==> config.mk <==
export PLATFORM = sky130hd
export DESIGN_NAME = warmboot_seq
export DESIGN_NICKNAME = d
export VERILOG_FILES = /design/src/rtl/warmboot_pkg.sv /design/src/rtl/warmboot_script.sv /design/src/rtl/warmboot_bitrev.sv /design/src/rtl/warmboot_seq.sv
export SDC_FILE = /design/constraint.sdc
export NUM_CORES = 1
export LEC_CHECK = 0
export ABC_AREA = 0
export BUFFER_PORTS_ARGS = -buffer_cell sky130_fd_sc_hd__clkbuf_2
export CORE_MARGIN = 2
export CORE_UTILIZATION = 35
export CTS_CLUSTER_DIAMETER = 40
export DETAILED_ROUTE_END_ITERATION = 16
export HOLD_SLACK_MARGIN = 0.02
export SYNTH_ARGS = -nofsm -noshare
export SYNTH_HDL_FRONTEND = slang
export SYNTH_SLANG_ARGS = --single-unit
==> constraint.sdc <==
create_clock -name clk -period 2.6 [get_ports clk]
set_clock_uncertainty 0.2 [all_clocks]
set_input_delay 0.52 -clock clk [delete_from_list [all_inputs] [get_ports clk]]
set_output_delay 0.52 -clock clk [all_outputs]
set_load 0.02 [all_outputs]
==> src/rtl/warmboot_pkg.sv <==
package warmboot_pkg;

    typedef enum logic [2:0] {
        ST_IDLE    = 3'd0,
        ST_SYNC    = 3'd1,
        ST_GENREG  = 3'd2,
        ST_COMMAND = 3'd3,
        ST_DONE    = 3'd4
    } seq_state_t;

    localparam logic [15:0] W_DUMMY  = 16'hFFFF;
    localparam logic [15:0] W_SYNC_A = 16'hAA99;
    localparam logic [15:0] W_SYNC_B = 16'h5566;
    localparam logic [15:0] W_REBOOT = 16'h000E;
    localparam logic [15:0] W_NOOP   = 16'h2000;

    localparam logic [5:0] REG_GEN1 = 6'h13;
    localparam logic [5:0] REG_GEN2 = 6'h14;
    localparam logic [5:0] REG_GEN3 = 6'h15;
    localparam logic [5:0] REG_GEN4 = 6'h16;
    localparam logic [5:0] REG_CMD  = 6'h05;

    // Single-word write header: packet type, opcode, register, count.
    function automatic logic [15:0] wr_header(input logic [5:0] regnum);
        return {3'b001, 2'b10, regnum, 5'd1};
    endfunction

endpackage

==> src/rtl/warmboot_script.sv <==
module warmboot_script
    import warmboot_pkg::*;
#(
    parameter int WORD_W = 16,
    parameter int ADDR_W = 24,
    parameter int OP_W   = 8,
    parameter int IDX_W  = 4
) (
    input  logic [IDX_W-1:0]  idx,
    input  logic [ADDR_W-1:0] boot_q,
    input  logic [ADDR_W-1:0] fall_q,
    input  logic [OP_W-1:0]   op_q,
    output logic [WORD_W-1:0] word
);
    localparam int LO_W = WORD_W;
    localparam int HI_W = ADDR_W - LO_W;

    logic [WORD_W-1:0] boot_lo, boot_hi, fall_lo, fall_hi;

    always_comb begin
        boot_lo = boot_q[LO_W-1:0];
        fall_lo = fall_q[LO_W-1:0];
        boot_hi = {op_q, boot_q[ADDR_W-1:LO_W]};
        fall_hi = {op_q, fall_q[ADDR_W-1:LO_W]};
    end

    always_comb begin
        unique case (idx)
            4'd0:    word = W_DUMMY;
            4'd1:    word = W_SYNC_A;
            4'd2:    word = W_SYNC_B;
            4'd3:    word = wr_header(REG_GEN1);
            4'd4:    word = boot_lo;
            4'd5:    word = wr_header(REG_GEN2);
            4'd6:    word = boot_hi;
            4'd7:    word = wr_header(REG_GEN3);
            4'd8:    word = fall_lo;
            4'd9:    word = wr_header(REG_GEN4);
            4'd10:   word = fall_hi;
            4'd11:   word = wr_header(REG_CMD);
            4'd12:   word = W_REBOOT;
            default: word = W_NOOP;
        endcase
    end

    logic unused_hi_w;
    assign unused_hi_w = (HI_W + OP_W != WORD_W);
endmodule

==> src/rtl/warmboot_bitrev.sv <==
module warmboot_bitrev #(
    parameter int WORD_W = 16
) (
    input  logic [WORD_W-1:0] din,
    output logic [WORD_W-1:0] dout
);
    localparam int NBYTES = WORD_W / 8;

    for (genvar b = 0; b < NBYTES; b++) begin : g_byte
        for (genvar i = 0; i < 8; i++) begin : g_bit
            assign dout[8*b + i] = din[8*b + 7 - i];
        end
    end
endmodule

==> src/rtl/warmboot_seq.sv <==
module warmboot_seq
    import warmboot_pkg::*;
#(
    parameter int WORD_W    = 16,
    parameter int ADDR_W    = 24,
    parameter int OP_W      = 8,
    parameter int NUM_WORDS = 14
) (
    input  logic              clk,
    input  logic              rst,
    input  logic              trig,
    input  logic [ADDR_W-1:0] boot_addr,
    input  logic [ADDR_W-1:0] fallback_addr,
    input  logic [OP_W-1:0]   opcode_byte,
    output logic              word_valid,
    input  logic              word_ready,
    output logic [WORD_W-1:0] word_data,
    output logic              busy,
    output logic              done
);
    localparam int IDX_W = $clog2(NUM_WORDS);
    localparam logic [IDX_W-1:0] SYNC_LAST   = IDX_W'(2);
    localparam logic [IDX_W-1:0] GENREG_LAST = IDX_W'(10);
    localparam logic [IDX_W-1:0] LAST_IDX    = IDX_W'(NUM_WORDS - 1);

    seq_state_t state_q, state_d;
    logic [IDX_W-1:0]  idx_q;
    logic [ADDR_W-1:0] boot_q, fall_q;
    logic [OP_W-1:0]   op_q;
    logic              take;
    logic              accept;
    logic [WORD_W-1:0] raw_word;

    assign take   = word_valid && word_ready;
    assign accept = (state_q == ST_IDLE) && trig;

    // Next state
    always_comb begin
        state_d = state_q;
        unique case (state_q)
            ST_IDLE:    if (trig) state_d = ST_SYNC;
            ST_SYNC:    if (take && idx_q == SYNC_LAST) state_d = ST_GENREG;
            ST_GENREG:  if (take && idx_q == GENREG_LAST) state_d = ST_COMMAND;
            ST_COMMAND: if (take && idx_q == LAST_IDX) state_d = ST_DONE;
            ST_DONE:    state_d = ST_IDLE;
            default:    state_d = ST_IDLE;
        endcase
    end

    // State register, index and captured fields
    always_ff @(posedge clk) begin
        if (rst) begin
            state_q <= ST_IDLE;
            idx_q   <= '0;
            boot_q  <= '0;
            fall_q  <= '0;
            op_q    <= '0;
        end else begin
            state_q <= state_d;
            if (accept) begin
                idx_q  <= '0;
                boot_q <= boot_addr;
                fall_q <= fallback_addr;
                op_q   <= opcode_byte;
            end else if (take && idx_q != LAST_IDX) begin
                idx_q <= idx_q + 1'b1;
            end
        end
    end

    // Outputs
    always_comb begin
        word_valid = 1'b0;
        busy       = 1'b0;
        done       = 1'b0;
        unique case (state_q)
            ST_IDLE: ;
            ST_SYNC, ST_GENREG, ST_COMMAND: begin
                word_valid = 1'b1;
                busy       = 1'b1;
            end
            ST_DONE: begin
                busy = 1'b1;
                done = 1'b1;
            end
            default: ;
        endcase
    end

    warmboot_script #(
        .WORD_W(WORD_W), .ADDR_W(ADDR_W), .OP_W(OP_W), .IDX_W(IDX_W)
    ) u_script (
        .idx(idx_q), .boot_q(boot_q), .fall_q(fall_q), .op_q(op_q),
        .word(raw_word)
    );

    warmboot_bitrev #(.WORD_W(WORD_W)) u_rev (
        .din(raw_word), .dout(word_data)
    );
endmodule

==> flow_summary.json <==
{
  "intPower_mw": 1.51,
  "place_area_um2": 3660,
  "max_freq_ghz": 0.380,
  "rsz0062_at_grt": "true",
  "vias": 3178,
  "cp_data_arrival_time_ns": 1.91,
  "nets": 554,
  "seq_area_um2": 1270,
  "netlist_instances": 421,
  "drv_slew": 0,
  "holdCritStartpoint": "boot_addr[10]",
  "wl_um": 9260,
  "grt_max_degree": 60,
  "worst_pin_slew_ns": 0.684,
  "first_pass_iters": 5,
  "avgSynthCellArea_um2": 7.60,
  "crit_slowest_cell": "or4_4",
  "via_per_inst": 5.28,
  "pwr-share-comb": 0.147,
  "grt_first_pass_wirelength_um": 15000,
  "yosysWarnings": 0,
  "synth_edf_count": 0,
  "finalWorstSetupSlack_ns": -0.0345,
  "path_cells": "buf_6, ha_4, or4_4, a21oi_4, o221ai_2, clkbuf_8",
  "areaGrowthSynthToFinish_pct": 26.8,
  "worst_skew_pair.late_latency_ns": 0.34,
  "antenna_found_initial": 0,
  "hold_slack_ns": 0.193,
  "cts_hold_buffers": 0,
  "max-vdd-ir-drop_mv": 0.277,
  "setup_viol": 1,
  "grt_overflow": 0,
  "die_h_um": 99.6,
  "cts-root-buf": "clkbuf_8",
  "synth_common_cells": "nand2_1 (108), dfxtp_1 (63), a21oi_1 (55)",
  "finalCritPeriodShare": 1.01,
  "die-area_um2": 9930,
  "final_cells": 602,
  "cpLargestDelayFamily": "simple AND/OR/NAND/NOR gates",
  "crit_path_start_kind": "register",
  "clock_path_buffers": 2,
  "core.rowCount": 34,
  "path_max_fanout": 8,
  "io_buffers": 78,
  "sw_frac_of_total": 0.281,
  "antenna_left": 0,
  "hp-class": "input pin to register",
  "required_ns": 1.88,
  "dp_hpwl_um": 6380,
  "yosys.cell_count.top_type": "nand2_1",
  "cp-end-kind": "output port",
  "clock_sinks": 63,
  "r2r_start": "state_q[2]",
  "path_clk_slew_ns": 0.07,
  "worstSetupPathType": "register to output port",
  "cap_violations": 0,
  "cts_tree": "done",
  "clkPwrFrac": 0.349,
  "grt_pass1_vias": 3012,
  "route.detailed.drc": 0,
  "htree_levels": 3,
  "dp.cells": 582,
  "finalInstanceArea_um2": 4060,
  "grt_usage": 0.193,
  "gp_congestion": 0.917,
  "synth.cell_area_um2": 3200,
  "drive_above_1_share": 0.332,
  "die_x_um": 99.6,
  "first_iter_violations": 213,
  "synth_fp_nets": 485,
  "seq_area_frac_synth": 0.394,
  "ioPinCount": 79,
  "cp.buffers_inverters": 2,
  "crit_path_start": "idx_q[1]",
  "p_leak_nw": 1.57,
  "multiInputGateArea_um2": 1840,
  "synth_top_area_frac": 0.394,
  "maxSlewHeadroom": 0.544,
  "cts-buffers-inserted": 9,
  "synth-seq-cells": 63,
  "status": "finished, violations left",
  "period_needed_ns": 2.63,
  "core_um2": 8810,
  "power_density_nw_per_um2": 518,
  "synth_top_cell_by_area": "dfxtp_1",
  "failed_checks": "negative setup slack",
  "seqPwrFrac": 0.503,
  "synthArstFlopShare": 0,
  "ys_types": 49,
  "p_switching_mw": 0.590,
  "synthFlopType": "dfxtp_1",
  "hold_viol_final": 0,
  "fill_cells": 885,
  "yosys-top-cells-area": "dfxtp_1 (39%), nand2_1 (13%), a21oi_1 (8.6%)",
  "wl_per_cell_um": 15.4,
  "diodes": 0,
  "start_util": 0.363,
  "fin_util": 0.461,
  "critical_path.max_stage_delay_ns": 0.45
}
through the flow:
step | total power [mW] | setup WS [ns] | TNS (ns)
final | 2.10 | -0.0345 | -0.0345
after floorplan | 1.26 | 0.102 | 0
after global routing | 2.21 | -0.0915 | -0.420
after detailed placement | 1.37 | 0.0981 | 0
after CTS | 2.11 | -0.0155 | -0.0155
after global placement | 1.36 | 0.154 | 0
registers in the layout, indices dropped and copies added, names as in the netlist:
name / cells
boot_q: 24
fall_q: 24
op_q: 8
idx_q: 4
state_q: 3
worst paths after layout:
| kind | endpoint | slack (ns) | cells past startpoint |
|---|---|---|---|
| setup / recovery | word_data[11] | -0.03 | 6 |
| hold / removal | boot_q[10] | 0.19 | 3 |
| setup reg to reg | idx_q[2] | 0.67 | 3 |
| hold reg to reg | boot_q[8] | 0.26 | 2 |
final cells by class:
cell class / instances / share of cell area
multi-input cells: 305 / 0.454
flip-flops and latches: 63 / 0.312
well taps: 108 / 0.0333
clock inverters: 4 / 0.00555
clock buffers: 11 / 0.0348
inverters: 11 / 0.0102
repair buffers: 100 / 0.150
cell usage in the layout, fill, tap and decap left out, types with 3 or more instances in the layout:
cell type,synthesis,routed
o211ai_1,3,3
clkbuf_8,0,11
nand2_2,10,10
inv_1,11,8
a22oi_1,9,8
nand3_1,8,7
a32oi_1,4,4
clkinv_2,0,3
a221o_1,3,3
nor3_1,4,3
clkbuf_2,0,69
nand2b_1,9,9
nand4_1,3,3
o22ai_1,5,4
buf_4,0,20
buf_6,4,6
o21ai_0,10,10
nor2_1,9,8
a21oi_2,10,11
inv_2,0,3
nor2b_1,6,4
o31ai_1,5,4
nand2_1,108,108
buf_2,13,3
dfxtp_1,63,60
ha_4,0,4
a21oi_1,55,53
layer usage:
metal  GRT usage  part of all wire
met1       0.280              0.49
met2       0.276              0.44
met3      0.0330             0.049
met4      0.0896             0.025
met5           0                 0
power by group through the flow:
stage	logic (mW)	clock network, mW	registers (mW)
2_1_floorplan	0.200	0	1.06
3_3_place_gp	0.283	0	1.08
3_5_place_dp	0.287	0	1.08
4_1_cts	0.302	0.753	1.06
5_1_grt	0.347	0.798	1.06
6_report	0.310	0.734	1.06
repair_timing:
action | in CTS | in global routing
setup buffers | 3 | 2
pin swaps | 3 | 2
gates resized for setup | 30 | 26
setup endpoints to repair | 16 | 13
cells by family (layout without fill, tap and decap cells):
group           Yosys count  count (layout)  share of synthesized area
compound gates          129             129                      0.265
xor+xnor                  1               1                    0.00274
fa+ha+maj                 4               4                     0.0156
buf+inv                  53             126                     0.0766
flops                    63              63                      0.394
mux                       2               2                    0.00626
simple gates            169             169                      0.240
tightest hold or removal path, stage by stage:
cell and delay (ns):
clkbuf_2 0.08, nand2_1 0.04, a21oi_1 0.05
(Power assumes the default switching activity.)
